==> config.mk <==
export PLATFORM = sky130hd
export DESIGN_NAME = cache_evt_ctr
export DESIGN_NICKNAME = d
export VERILOG_FILES = /design/src/rtl/cevt_pkg.sv /design/src/rtl/cevt_src_sel.sv /design/src/rtl/cevt_sat_counter.sv /design/src/rtl/cache_evt_ctr.sv
export SDC_FILE = /design/constraint.sdc
export NUM_CORES = 1
export LEC_CHECK = 0
export BUFFER_PORTS_ARGS = -buffer_cell sky130_fd_sc_hd__buf_2
export CAP_MARGIN = 20
export CORE_MARGIN = 5
export CORE_UTILIZATION = 37
export CTS_CLUSTER_DIAMETER = 40
export DETAILED_ROUTE_END_ITERATION = 10
export PLACE_DENSITY = 0.59
export SLEW_MARGIN = 20
export SYNTH_ARGS = -nofsm -noshare
export SYNTH_HDL_FRONTEND = slang
export SYNTH_SLANG_ARGS = --single-unit
==> constraint.sdc <==
create_clock -name clk -period 3 [get_ports clk]
set_input_delay 0.6 -clock clk [delete_from_list [all_inputs] [get_ports clk]]
set_output_delay 0.6 -clock clk [all_outputs]
set_load 0.01 [all_outputs]
==> src/rtl/cevt_pkg.sv <==
package cevt_pkg;

    localparam int CNT_W   = 32;
    localparam int DATA_W  = 32;
    localparam int NUM_CTR = 2;
    localparam int SRC_W   = 4;
    localparam int NUM_EVT = (1 << SRC_W) - 1;

    typedef enum logic [1:0] {
        IRQ_OFF  = 2'b00,
        IRQ_SAT  = 2'b01,
        IRQ_STEP = 2'b10,
        IRQ_BOTH = 2'b11
    } irq_mode_e;

    // Field order sets the bit positions: source in [5:2], mode in [1:0]
    typedef struct packed {
        logic [SRC_W-1:0] src;
        irq_mode_e        mode;
    } ctr_cfg_t;

    localparam int CFG_W = $bits(ctr_cfg_t);

    function automatic logic irq_fire(input irq_mode_e mode, input logic sat,
                                      input logic stepped);
        logic r;
        case (mode)
            IRQ_SAT:  r = sat;
            IRQ_STEP: r = stepped;
            IRQ_BOTH: r = sat | stepped;
            default:  r = 1'b0;
        endcase
        return r;
    endfunction

endpackage

==> src/rtl/cevt_src_sel.sv <==
module cevt_src_sel #(
    parameter int SRC_W   = 4,
    parameter int NUM_EVT = (1 << SRC_W) - 1
) (
    input  logic [NUM_EVT-1:0] evt_in,
    input  logic [SRC_W-1:0]   src,
    output logic               hit
);
    localparam int EXT_W = NUM_EVT + 1;

    // Slot 0 is tied low, so source code 0 never selects an event
    logic [EXT_W-1:0] ext;
    assign ext = {evt_in, 1'b0};
    assign hit = ext[src];

endmodule

==> src/rtl/cevt_sat_counter.sv <==
module cevt_sat_counter #(
    parameter int CNT_W = 32
) (
    input  logic             clk,
    input  logic             rst,
    input  logic             run,
    input  logic             hit,
    input  logic             src_on,
    input  logic             wr,
    input  logic [CNT_W-1:0] wdata,
    output logic [CNT_W-1:0] cnt,
    output logic             sat,
    output logic             stepped
);
    localparam logic [CNT_W-1:0] ONE = CNT_W'(1);

    logic step;
    logic past_ok;

    assign sat  = &cnt;
    assign step = run & hit & ~sat;

    always_ff @(posedge clk) begin
        if (rst) begin
            cnt     <= '0;
            stepped <= 1'b0;
            past_ok <= 1'b0;
        end else begin
            past_ok <= 1'b1;
            if (wr) begin
                cnt     <= wdata;
                stepped <= 1'b0;
            end else if (step) begin
                cnt     <= cnt + ONE;
                stepped <= 1'b1;
            end else begin
                stepped <= 1'b0;
            end
        end
    end

    AST_SAT_STICKS: assert property (@(posedge clk) disable iff (rst)
        (past_ok && sat && !wr) |=> sat);
    AST_STEP_ONE: assert property (@(posedge clk) disable iff (rst)
        (past_ok && !wr) |=> (cnt == $past(cnt) || cnt == $past(cnt) + ONE));
    AST_FROZEN_OFF: assert property (@(posedge clk) disable iff (rst)
        (past_ok && !run && !wr) |=> $stable(cnt));
    AST_SRC_OFF: assert property (@(posedge clk) disable iff (rst)
        (past_ok && !src_on && !wr) |=> $stable(cnt));
    AST_WRITE_WINS: assert property (@(posedge clk) disable iff (rst)
        (past_ok && wr) |=> (cnt == $past(wdata)));

endmodule

==> src/rtl/cache_evt_ctr.sv <==
module cache_evt_ctr
    import cevt_pkg::*;
#(
    parameter int NUM_C = NUM_CTR,
    parameter int CW    = CNT_W,
    parameter int DW    = DATA_W,
    parameter int SW    = SRC_W,
    parameter int NE    = (1 << SW) - 1,
    parameter int AW    = $clog2(8 * NUM_C + 4)
) (
    input  logic          clk,
    input  logic          rst,
    input  logic          reg_sel,
    input  logic          reg_wr,
    input  logic [AW-1:0] reg_addr,
    input  logic [DW-1:0] reg_wdata,
    input  logic [NE-1:0] evt_in,
    output logic [DW-1:0] reg_rdata,
    output logic          irq
);
    localparam logic [AW-1:0] A_CTRL = '0;

    // Descending layout: counter i sits 4*i bytes below counter 0
    function automatic logic [AW-1:0] cfg_addr(input int i);
        return AW'(4 * (NUM_C - i));
    endfunction

    function automatic logic [AW-1:0] val_addr(input int i);
        return AW'(4 * (2 * NUM_C - i));
    endfunction

    logic             en_q;
    ctr_cfg_t         cfg_q   [NUM_C];
    logic [CW-1:0]    cnt_arr [NUM_C];
    logic [NUM_C-1:0] sat_v;
    logic [NUM_C-1:0] step_v;
    logic [NUM_C-1:0] irq_v;
    logic [NUM_C-1:0] mode_on;
    logic [DW-1:0]    rd_mux;
    logic             wr_go;
    logic             rd_go;

    assign wr_go = reg_sel & reg_wr;
    assign rd_go = reg_sel & ~reg_wr;

    always_ff @(posedge clk) begin
        if (rst) begin
            en_q <= 1'b0;
        end else if (wr_go && reg_addr == A_CTRL) begin
            en_q <= reg_wdata[0];
        end
    end

    for (genvar i = 0; i < NUM_C; i++) begin : g_ctr
        logic wr_cfg;
        logic wr_val;
        logic hit;

        assign wr_cfg = wr_go && reg_addr == cfg_addr(i);
        assign wr_val = wr_go && reg_addr == val_addr(i);

        always_ff @(posedge clk) begin
            if (rst) begin
                cfg_q[i] <= '{src: '0, mode: IRQ_OFF};
            end else if (wr_cfg) begin
                cfg_q[i] <= ctr_cfg_t'(reg_wdata[CFG_W-1:0]);
            end
        end

        cevt_src_sel #(.SRC_W(SW), .NUM_EVT(NE)) u_sel (
            .evt_in (evt_in),
            .src    (cfg_q[i].src),
            .hit    (hit)
        );

        cevt_sat_counter #(.CNT_W(CW)) u_cnt (
            .clk     (clk),
            .rst     (rst),
            .run     (en_q),
            .hit     (hit),
            .src_on  (cfg_q[i].src != '0),
            .wr      (wr_val),
            .wdata   (reg_wdata[CW-1:0]),
            .cnt     (cnt_arr[i]),
            .sat     (sat_v[i]),
            .stepped (step_v[i])
        );

        assign irq_v[i]   = irq_fire(cfg_q[i].mode, sat_v[i], step_v[i]);
        assign mode_on[i] = cfg_q[i].mode != IRQ_OFF;
    end

    assign irq = |irq_v;

    always_comb begin
        rd_mux = '0;
        if (reg_addr == A_CTRL) begin
            rd_mux = DW'(en_q);
        end
        for (int i = 0; i < NUM_C; i++) begin
            if (reg_addr == cfg_addr(i)) begin
                rd_mux = DW'(cfg_q[i]);
            end
            if (reg_addr == val_addr(i)) begin
                rd_mux = DW'(cnt_arr[i]);
            end
        end
    end

    always_ff @(posedge clk) begin
        if (rst) begin
            reg_rdata <= '0;
        end else if (rd_go) begin
            reg_rdata <= rd_mux;
        end else begin
            reg_rdata <= '0;
        end
    end

    AST_IRQ_QUIET: assert property (@(posedge clk) disable iff (rst)
        (mode_on == '0) |-> !irq);
    AST_IRQ_SAT: assert property (@(posedge clk) disable iff (rst)
        (cfg_q[0].mode == IRQ_SAT && cnt_arr[0] == '1) |-> irq);
    AST_READ_CTRL: assert property (@(posedge clk) disable iff (rst)
        (rd_go && reg_addr == A_CTRL) |=> (reg_rdata == DW'($past(en_q))));

endmodule

After elaboration in Yosys (flattened, before gate mapping)
Memories as Yosys holds them, arrays and structs flattened. Index checks and enable logic that the tools add are counted.

Add/subtract/negate cells: 2. Magnitude comparators: 2. Multiplexer cells: 27. Eq/ne operators: 10. Reductions and logical operators: 14. Bitwise gates (word level): 14.

Operator list (count): 2-to-1 mux 32 bit (8); adder 32 x 1 -> 32 bit, second input constant (2); AND reduction 32 bit (2); 2-to-1 mux 1 bit (13); 2-to-1 mux 6 bit (2); == test 5 x 4 -> 1 bit, second input constant (2); less-than comparator 4 x 5 -> 1 bit, second input constant (2); binary-select mux 1 bit (select 4 bit) (2); == test 2 bit, second input constant (4); OR reduction 2 bit (4); AND 1 bit (6); case mux 1 bit (3 select lines) (2); == test 5 x 3 -> 1 bit, second input constant (1); == test 5 bit, second input constant (1); logical AND 1 bit (5); zero test 5 bit (1); == test 2 x 1 -> 1 bit, second input constant (2); NOT 1 bit (4); bitwise OR 1 bit (4); nonzero test 2 bit (2).

Logic and storage cells: 76. RAM bits: 12. Memories kept: 1. Register bits: 99.

Memories: cfg_q (depth 2, width 6, read ports 2, clocked after Yosys merged registers in 0, write ports 2, RTL line cache_evt_ctr.sv:33) `ctr_cfg_t cfg_q [NUM_C];`.

Longest topological paths before layout
Gate-level depths: netlist of the first run. An unclocked memory read counts as a cell.

Depth in word-level cells: 7. Gate-level depth with buffers: 9.

By module
From an unflattened synthesis of the first run, not the netlist that was laid out.

Cells, all modules: 687. Area, all modules: 6219.7 um^2.

Modules (own cells, without submodules): cevt_sat_counter (sequential area each 660.6 um^2, cells each 246, times used 2, area each 2059.5 um^2); cache_evt_ctr (sequential area each 1021.0 um^2, cells each 175, times used 1, area each 1820.5 um^2); cevt_src_sel (sequential area each 0.0 um^2, cells each 10, times used 2, area each 140.1 um^2).

Worst setup path after synthesis of the first run
Ideal clock, no wire load.

Path kind: input-to-reg. Start: in evt_in[12]. End: reg g_ctr[1].u_cnt.cnt[27]. Path slack: 0.757 ns. Data required time: 2.914 ns. Arrival: 2.158 ns. Stages: 7. Path buffers: 1. Cell sequence: mux4_2 -> o211a_1 -> or2_4 -> buf_6 -> and3_1 -> xnor2_1 -> a211oi_1.

Cells in the longest elaborated chain, start to end: 5.

Ends and longest elaborated chain: from (decl) (RTL line cache_evt_ctr.sv:17) `input logic [NE-1:0] evt_in,`; binary-select mux 1 bit (select 4 bit) (RTL line cevt_src_sel.sv:14) `assign hit = ext[src];`; 2-to-1 mux 1 bit (not written as such) (RTL line cevt_src_sel.sv:14); AND 1 bit (2 in a row) (RTL line cevt_sat_counter.sv:21) `assign step = run & hit & ~sat;`; nonzero test 2 bit (no line); to (signal assigned) (RTL line cevt_sat_counter.sv:31) `cnt <= wdata;`; to (signal assigned) (RTL line cevt_sat_counter.sv:34) `cnt <= cnt + ONE;`; to (decl) (RTL line cevt_sat_counter.sv:11) `output logic [CNT_W-1:0] cnt,`.

No other way between the ends. The select of a mux whose other input is x is not followed. A chain may end at the register's enable or synchronous reset.

Final worst setup path of the first run
Start: reg g_ctr[1].u_cnt.cnt[14]. End: out irq.

Cells in the longest elaborated chain, start to end: 4.

Ends and longest elaborated chain: AND reduction 32 bit * (RTL line cevt_sat_counter.sv:20) `assign sat = &cnt;`; bitwise OR 1 bit (RTL line cevt_pkg.sv:30) `IRQ_BOTH: r = sat | stepped;`; case mux 1 bit (3 select lines) * (RTL line cevt_pkg.sv:27) `case (mode)`; OR reduction 2 bit * (RTL line cache_evt_ctr.sv:93) `assign irq = |irq_v;`; to (decl) (RTL line cache_evt_ctr.sv:19) `output logic irq`.

Every way passes the cells marked *; elsewhere a longest branch is shown, timed or not.

==> impl_metrics.tcl, run 1 <==
set metrics [dict create \
    status "finished, final reports clean" \
    max-vdd-ir-drop_v 0.0002866 \
    ys_seq_area_share_pct 40.09 \
    core-area_mm2 0.01571 \
    synth-xor-area-share_pct 7.496 \
    syn_area_mm2 0.005842 \
    clock-sinks 111 \
    multi_input_area_mm2 0.003299 \
    rsz0062_at_grt "no" \
    gp_congestion 0.8737 \
    ys_types 63 \
    dieArea_mm2 0.01840 \
    io_buffers 88 \
    area_growth_pct 16.77 \
    min_period_ns 2.820 \
    cts_hold_buf 0 \
    grt_first_pass_wirelength_mm 27.48 \
    hold_viol 0 \
    drc 0 \
    die_y_um 135.7 \
    drtIter0Drc 445 \
    synthTopCellsByArea "dfxtp_1 (34%), nor2_1 (6.9%), edfxtp_1 (6.2%)" \
    cts_root_buffer "clkbuf_16" \
    tns_ns 0 \
    yosysTopAreaCell "dfxtp_1" \
    initial_core_util_pct 37.18 \
    cts_tree "built" \
    start_kind "flip-flop" \
    maxCapViolCount 0 \
    netlist.area_leader.share_pct 33.93 \
    dpl.hpwl_mm 12.71 \
    synth_top_family_by_area "simple AND/OR/NAND/NOR gates" \
    num_rows 46 \
    yosys-top-cells-count "nor2_1 (108), dfxtp_1 (99), a211oi_1 (44), nand2_1 (41), a22oi_1 (36)" \
    syn_area_per_cell_um2 8.825 \
    die_w_um 135.7 \
    synth.most_common_cell "nor2_1" \
    layout-drive-gt1-share_pct 20.57 \
    synth_compound_area_share_pct 18.03 \
    dp_cells 939 \
    post_cts_buffers 0 \
    cts_buffers 9 \
    yosysWarnings 0 \
    yosys.area_share.adder_pct 0.4284 \
    finalMaxSlewViolations 0 \
    via_per_inst 5.637 \
    min_period_over_period_pct 94.00 \
    register_area_mm2 0.002342 \
    drt_wl_total_mm 17.41 \
    setup_viol 0 \
    yosys_register_bits 111 \
    path_max_fanout 6 \
    final.setup.worst_slack_ns 0.1799 \
    fillers 1589 \
    worst_ep_arrival_time_ns 2.22 \
    clkLatencyLatePin_ns 0.36 \
    wire_per_inst_um 18.23 \
    antenna_found_initial 0 \
    hp-class "input pin to flip-flop" \
    worst_hold_slack_ns 0.4721 \
    relSlewSlack_pct 46.09 \
    num_vias 5383 \
    synth_fp_nets 720 \
    dr.pass1.iters 5 \
    grt_pass1_vias 5170 \
    place_ws_ns 0.4257 \
    cp-end-kind "output pin" \
    synth_cells 662 \
    worstMarginPinSlew_ns 0.8057 \
    synth-main-ff-cell "dfxtp_1" \
    yosys.area_share.simple_pct 26.43 \
    grt_usage_pct 18.82 \
    ys_async_sr_fraction_pct 0 \
    cts_resized 0 \
    antenna_cells 0 \
    clk_path_buf_depth 2 \
    io_pins 89 \
    finClkSkew_ns 0.009784 \
    synthMuxAreaShare_pct 3.877 \
    grt_overflow 0 \
    layout.cells.non_filler 955 \
    critPathKind "flip-flop to output pin" \
    crit_required_ns 2.40 \
    powerDensity_mw_per_mm2 446.5 \
    fin_nets 792 \
    htreeDepth 3 \
    synth_edf_count 12 \
    fmax_mhz 354.6 \
    grt_max_degree 38 \
    power_leakage_nw 2.576 \
    detail-route-antenna-nets 0 \
    clk_pin_slew_ns 0.08 \
]
[report_power, final]
group | total (W) | leakage, nW | internal (W) | switching [W]
registers | 0.00156 | 0.912 | 0.00152 | 0.0000375
logic | 0.000174 | 1.51 | 0.0000727 | 0.000101
clock network | 0.00131 | 0.157 | 0.000754 | 0.000558
[logic make-up (layout without fill, tap and decap cells)]
family | after synthesis | in the layout
flops | 111 | 111
simple gates | 291 | 291
compound gates | 142 | 142
fa+ha+maj | 2 | 2
mux | 20 | 20
xor+xnor | 50 | 50
buf+inv | 46 | 123
[placed cells by master, fill, tap and decap left out, drive strengths merged, types with 3 or more instances in the layout]
cell type / count
nor4b: 4
and3: 34
o21ai: 12
nor4: 7
buf: 103
and4: 6
a211oi: 48
xor2: 32
nand3b: 6
mux2i: 17
nor2: 109
inv: 5
nand3: 34
nand2: 43
or2: 4
o22ai: 5
nand4: 17
and2: 8
dfxtp: 99
or3: 4
a31oi: 4
a311oi: 5
nor3: 7
clkbuf: 13
edfxtp: 12
xnor2: 18
a21oi: 18
a22oi: 36
nor2b: 3
[flip-flops by register name, summed over array words and instances, names as in the netlist]
signal,count
cfg_q,12
en_q,1
g_ctr.u_cnt.cnt,64
g_ctr.u_cnt.stepped,2
reg_rdata,32
[path summary, 6_finish.rpt]
check | start | end | slack [ns] | cells after the start
worst max-delay path | g_ctr[1].u_cnt.cnt[14]$_SDFFE_PP0P_ | irq | 0.18 | 6
worst min-delay path | reg_wdata[19] | g_ctr[0].u_cnt.cnt[19]$_SDFFE_PP0P_ | 0.47 | 3
worst max register to register | cfg_q[0][2]$_SDFFCE_PN0P_ | g_ctr[0].u_cnt.cnt[22]$_SDFFE_PP0P_ | 0.42 | 7
worst min register to register | g_ctr[0].u_cnt.cnt[24]$_SDFFE_PP0P_ | g_ctr[0].u_cnt.cnt[24]$_SDFFE_PP0P_ | 0.55 | 2
[critical path: stages, from the launching register on]
cell      delay (ns)
dfxtp_1         0.43
nand4_1         0.25
or4_4           0.57
nor4_4          0.23
a222oi_1        0.12
nand2_1         0.12
buf_2           0.14
[metal layers]
layer | global-route usage (%) | wire length [um]
met5 | 0 | 0
met3 | 4.829 | 1337
met4 | 5.487 | 248
met1 | 25.77 | 7769
met2 | 29.34 | 8051
[stage by stage]
| stage | area (um2) | total power (W) | util [%] |
|---|---|---|---|
| finish | 6822 | 0.003046 | 43.41 |
| global route | 6822 | 0.003152 | 43.41 |
| CTS | 6822 | 0.003080 | 43.41 |
| detailed placement | 6492 | 0.001766 | 41.32 |
| global placement | 6492 | 0.001762 | 41.32 |
| floorplan | 5842 | 0.001677 | - |
[area by class of cell]
type | instances | share of cell area [%]
sequential | 111 | 34.34
timing repair buffer | 103 | 8.291
tap | 216 | 3.962
clock buffer | 13 | 4.145
clock inverter | 3 | 0.6787
inverter | 4 | 0.2201
multi-input combinational | 505 | 48.37
Note: power is estimated with default switching activity, not from simulation.
==> run 2, diff against run 1 <==
==> constraint.sdc (replaced) <==
create_clock -name clk -period 3 [get_ports clk]
set_input_delay 0.75 -clock clk [delete_from_list [all_inputs] [get_ports clk]]
set_output_delay 0.75 -clock clk [all_outputs]
set_load 0.01 [all_outputs]
==> run 2 against run 1 <==
  * Power increased by 3.4%
  * Sequential cell count unchanged
  * Critical path depth unchanged
  * Sequential power about the same
  * Wire length increased by 2.6%
  * Fmax decreased by 3.0%
  * Cell count increased by 0.42%
  * First-iteration DRC count increased by 8.5%
  * Worst setup slack got worse by 0.087 ns
  * Die area unchanged
  * Utilization increased by 0.50 points
  * Critical endpoint unchanged
==> impl_metrics.tcl, run 2 (synthesized netlist as in run 1, its figures left out) <==
set metrics [dict create \
    status "finished, final reports clean" \
    initial_core_util_pct 37.18 \
    crit_chain "nand4_1 > or4_4 > nor4_4 > a222oi_1 > nand2_1 > buf_2" \
    min_period_over_period_pct 96.91 \
    tns_ns 0 \
    crit_family "simple AND/OR/NAND/NOR gates" \
    relSlewSlack_pct 45.56 \
    grt_overflow 0 \
    final_area_mm2 0.006900 \
    io_pins 89 \
    wire_per_inst_um 18.63 \
    reg_top3 "g_ctr.u_cnt.cnt x64, reg_rdata x32, cfg_q x12" \
    grt_first_pass_wirelength_mm 28.08 \
    detail-route-antenna-nets 0 \
    layout-drive-gt1-share_pct 21.67 \
    cts_root_buffer "clkbuf_16" \
    rsz0062_at_grt "no" \
    area_growth_pct 18.12 \
    holdPathStages 2 \
    placed_area_mm2 0.006523 \
    largest_reg_flops 64 \
    fillers 1591 \
    htreeDepth 3 \
    finClkSkew_ns 0.007801 \
    clock-sinks 111 \
    grt_max_degree 33 \
    grt-busiest-layer "met2" \
    drc 0 \
    cp-end-kind "output pin" \
    regMostFlops "g_ctr.u_cnt.cnt" \
    powerDensity_mw_per_mm2 456.6 \
    dr.pass1.iters 6 \
    gp_congestion 0.8687 \
    grtUsageMet2_pct 30.84 \
    grt_pass1_vias 5269 \
    worstMarginPinSlew_ns 0.8135 \
    crit_required_ns 2.25 \
    final_cell_mix "nor2_1 (107), dfxtp_1 (96), buf_2 (88)" \
    cts_tree "built" \
    max-vdd-ir-drop_v 0.0002922 \
    antenna_found_initial 0 \
    path_max_fanout 5 \
    max_stage_delay_ns 0.55 \
    via_per_inst 5.691 \
    crit_cells 6 \
    core-area_mm2 0.01571 \
    fmax_mhz 344.0 \
    met1_usage_pct 25.91 \
    drtIter0Drc 483 \
    cp.buffers_inverters 1 \
    drt_wl_total_mm 17.87 \
    grt_usage_pct 19.30 \
    power_leakage_nw 2.638 \
    final_common_cell "nor2_1" \
    cts_buffers 9 \
    num_vias 5458 \
    dieArea_mm2 0.01840 \
    hold_viol 0 \
    start_kind "flip-flop" \
    hp-class "flip-flop to flip-flop" \
    num_rows 46 \
    die_w_um 135.7 \
    io_buffers 88 \
    clk_path_buf_depth 2 \
    r2r_cells 7 \
    setup_viol 0 \
    min_period_ns 2.907 \
    die_y_um 135.7 \
    clk_pin_slew_ns 0.07 \
    cpMaxStageDelayCell "or4_4" \
    antenna_cells 0 \
    maxCapViolCount 0 \
    fin_nets 797 \
    worst_ep_arrival_time_ns 2.16 \
    critPathKind "flip-flop to output pin" \
    finalMaxSlewViolations 0 \
    clkLatencyLatePin_ns 0.36 \
    met3_usage_pct 3.120 \
    dpl.hpwl_mm 13.16 \
]
## run 2: what timing repair did
item | in CTS | in global routing
setup buffers | 0 | 1
hold buffers | 0 | 0
endpoints found under the setup margin | 0 | 1
resized for setup | 0 | 4
## run 2: stage by stage
step | hold slack, ns | total power [W] | setup WS, ns | instances | utilization [%]
floorplan | 0.4924 | 0.001677 | 0.6067 | 662 | -
global placement | 0.5369 | 0.001763 | 0.3526 | 943 | 41.51
detailed placement | 0.5394 | 0.001768 | 0.3203 | 943 | 41.51
CTS | 0.5494 | 0.003181 | 0.05914 | 958 | 43.79
global route | 0.5846 | 0.003250 | 0.0006857 | 959 | 43.92
finish | 0.5527 | 0.003150 | 0.09279 | 959 | 43.92
## run 2: worst reg2reg max path: cells and delay by family, from the launching register on
kind	cells	cell delay [ns]
AO/OA/AOI/OAI	1	0.25
flip-flops	1	0.44
AND/OR/NAND/NOR	6	1.73
## run 2: worst paths after layout
kind	from	end	slack, ns
max	g_ctr[1].u_cnt.cnt[16]$_SDFFE_PP0P_	irq	0.09
min	g_ctr[0].u_cnt.cnt[30]$_SDFFE_PP0P_	g_ctr[0].u_cnt.cnt[30]$_SDFFE_PP0P_	0.55
max reg2reg	g_ctr[0].u_cnt.cnt[8]$_SDFFE_PP0P_	g_ctr[0].u_cnt.cnt[22]$_SDFFE_PP0P_	0.50
min reg2reg	g_ctr[0].u_cnt.cnt[30]$_SDFFE_PP0P_	g_ctr[0].u_cnt.cnt[30]$_SDFFE_PP0P_	0.55
## run 2: power breakdown
| part | internal [W] | switching [W] | total, W |
|---|---|---|---|
| Clock | 0.000855 | 0.000557 | 0.00141 |
| Combinational | 0.0000735 | 0.000104 | 0.000178 |
| Sequential | 0.00152 | 0.0000379 | 0.00156 |
| Total | 0.00245 | 0.000699 | 0.00315 |
## run 2: layer usage
layer | wire length [um] | vias to the layer above
li1 | - | 2583
met1 | 7691 | 2584
met2 | 8238 | 256
met3 | 1472 | 35
met4 | 465 | 0
met5 | 0 | -
## run 2: layout make-up
type	instances	area (um2)	share of cell area, %
clock buffer	12	289.0	4.189
clock inverter	3	68.82	0.9973
inverter	4	15.01	0.2176
multi-input combinational	505	3308	47.94
sequential	111	2346	34.00
tap	216	270.3	3.917
timing repair buffer	108	603.1	8.740
==> run 3, diff against run 2 <==
- clock period: 3 -> 2.9 ns (I/O delays scaled with it)
==> run 3 against run 2 <==
  * Via count is 0.13% higher
  * Final area is 0.44% lower
  * Non-clock buffer count is 1 higher
  * Critical endpoint unchanged
==> impl_metrics.tcl, run 3 (synthesized netlist as in run 1, its figures left out) <==
set metrics [dict create \
    status "finished, final reports clean" \
    critPathKind "flip-flop to output pin" \
    dpl.hpwl_mm 12.59 \
    cts_root_buffer "clkbuf_16" \
    antenna_found_initial 0 \
    num_rows 46 \
    drt_wl_total_mm 17.51 \
    die_y_um 135.7 \
    highest_layer "met4" \
    cts_hold_buf 0 \
    p_comb_share_pct 6.1 \
    met1_length_mm 7.987 \
    finClkSkew_ns 0.01549 \
    regMostFlops "g_ctr.u_cnt.cnt" \
    clk_pin_slew_ns 0.08 \
    io_buffers 88 \
    crit_required_ns 2.17 \
    grt_first_pass_wirelength_mm 28.77 \
    rsz0062_at_grt "no" \
    swShare_pct 24.40 \
    pwr-share-seq_pct 53.0 \
    num_vias 5465 \
    min_period_ns 2.825 \
    wire_per_inst_um 18.22 \
    die_w_um 135.7 \
    crit_chain "nand4_2 > or4_4 > nor4_4 > a222oi_1 > nand2_1 > buf_2" \
    drtIter0Drc 470 \
    cpMaxStageDelayCell "or4_4" \
    area_growth_pct 17.61 \
    power_leakage_nw 2.623 \
    cts_tree "built" \
    hp-class "flip-flop to flip-flop" \
    path_max_fanout 5 \
    drc 0 \
    fin_nets 798 \
    met2_wirelength_mm 8.082 \
    cp.buffers_inverters 1 \
    finalCoreUtilization_pct 43.73 \
    worst_ep_arrival_time_ns 2.10 \
    initial_core_util_pct 37.18 \
    grt_overflow 0 \
    largest_reg_flops 64 \
    start_kind "flip-flop" \
    core-area_mm2 0.01571 \
    tns_ns 0 \
    htreeDepth 3 \
    clock-sinks 111 \
    grt_max_degree 65 \
    p_sw_w 0.0007402 \
    final_cell_mix "nor2_1 (107), dfxtp_1 (90), buf_2 (88)" \
    hold_viol 0 \
    gp_congestion 0.8668 \
    via_per_inst 5.687 \
    multi_input_area_mm2 0.003311 \
    clkLatencyLatePin_ns 0.37 \
    layout-drive-gt1-share_pct 22.82 \
    dieArea_mm2 0.01840 \
    layout.cells.non_filler 961 \
    min_period_over_period_pct 97.41 \
    cp-end-kind "output pin" \
    clk_path_buf_depth 2 \
    worstMarginPinSlew_ns 0.8508 \
    dr.pass1.iters 5 \
    max-vdd-ir-drop_v 0.0003078 \
    reg_top3 "g_ctr.u_cnt.cnt x64, reg_rdata x32, cfg_q x12" \
    fmax_mhz 354.0 \
    crit_family "simple AND/OR/NAND/NOR gates" \
    grt_usage_pct 19.47 \
    register_area_mm2 0.002361 \
    cp-startpoint "g_ctr[1].u_cnt.cnt[19]$_SDFFE_PP0P_" \
    power_w 0.003033 \
    antenna_cells 0 \
    io_pins 89 \
    reg2reg_from "cfg_q[0][2]$_SDFFCE_PN0P_" \
    finalMaxSlewViolations 0 \
    powerDensity_mw_per_mm2 441.5 \
    cts_buffers 9 \
    maxCapViolCount 0 \
    final_common_cell "nor2_1" \
    min-delay-start "g_ctr[1].u_cnt.cnt[21]$_SDFFE_PP0P_" \
    grt_pass1_vias 5413 \
    intPower_w 0.002293 \
    detail-route-antenna-nets 0 \
    max_stage_delay_ns 0.59 \
    clkPwrFrac_pct 40.8 \
    relSlewSlack_pct 43.28 \
    dr_wl_met3_mm 1.177 \
    fillers 1578 \
    dp_cells 944 \
    setup_viol 0 \
]
## run 3: final timing paths
kind / slack [ns] / cells after the start / to
min reg2reg: 0.56 / 2 / reg_rdata[21]$_SDFF_PP0_
min: 0.56 / 2 / reg_rdata[21]$_SDFF_PP0_
max reg2reg: 0.29 / 7 / g_ctr[0].u_cnt.cnt[22]$_SDFFE_PP0P_
max: 0.08 / 6 / irq
## run 3: cell type report
type	instances	share of cell area (%)
timing repair buffer	109	9.069
clock inverter	5	0.5281
inverter	4	0.2185
clock buffer	11	3.697
sequential	111	34.37
tap	216	3.934
multi-input combinational	505	48.19
## run 3: worst reg2reg max path: stages, from the launching register on
cell	delay (ns)
edfxtp_1	0.51
mux2i_1	0.16
a21oi_1	0.17
nor2_1	0.08
o31ai_4	0.76
nand2_2	0.22
or3_1	0.36
a311oi_1	0.26
## run 3: through the flow
stage                     hold WS (ns)  setup WS, ns  area [um2]
after floorplan                 0.4924        0.5317        5842
after global placement          0.5279        0.1670        6543
after detailed placement        0.5433       0.05045        6543
after CTS                       0.5603      0.001305        6843
after global routing            0.5788      0.002749        6870
final                           0.5566       0.07503        6870
## run 3: power groups by stage
stage,logic (W),clock network [W],registers (W)
finish,0.000186,0.00124,0.00161
global placement,0.000181,0,0.00165
CTS,0.000186,0.00126,0.00161
floorplan,0.000103,0,0.00163
detailed placement,0.000184,0,0.00165
global route,0.000202,0.00132,0.00161
## run 3: repair_timing
item                                    CTS  global route
resized for setup                         2            13
endpoints found under the setup margin    1             1
pin swaps                                 1             0
setup buffers                             1             0
## run 3: metal layers
metal  GRT usage (%)  up-vias
met5               0        -
met4           5.431        0
met3           3.455       19
met2           31.28      190
met1           26.95     2672
li1                -     2584
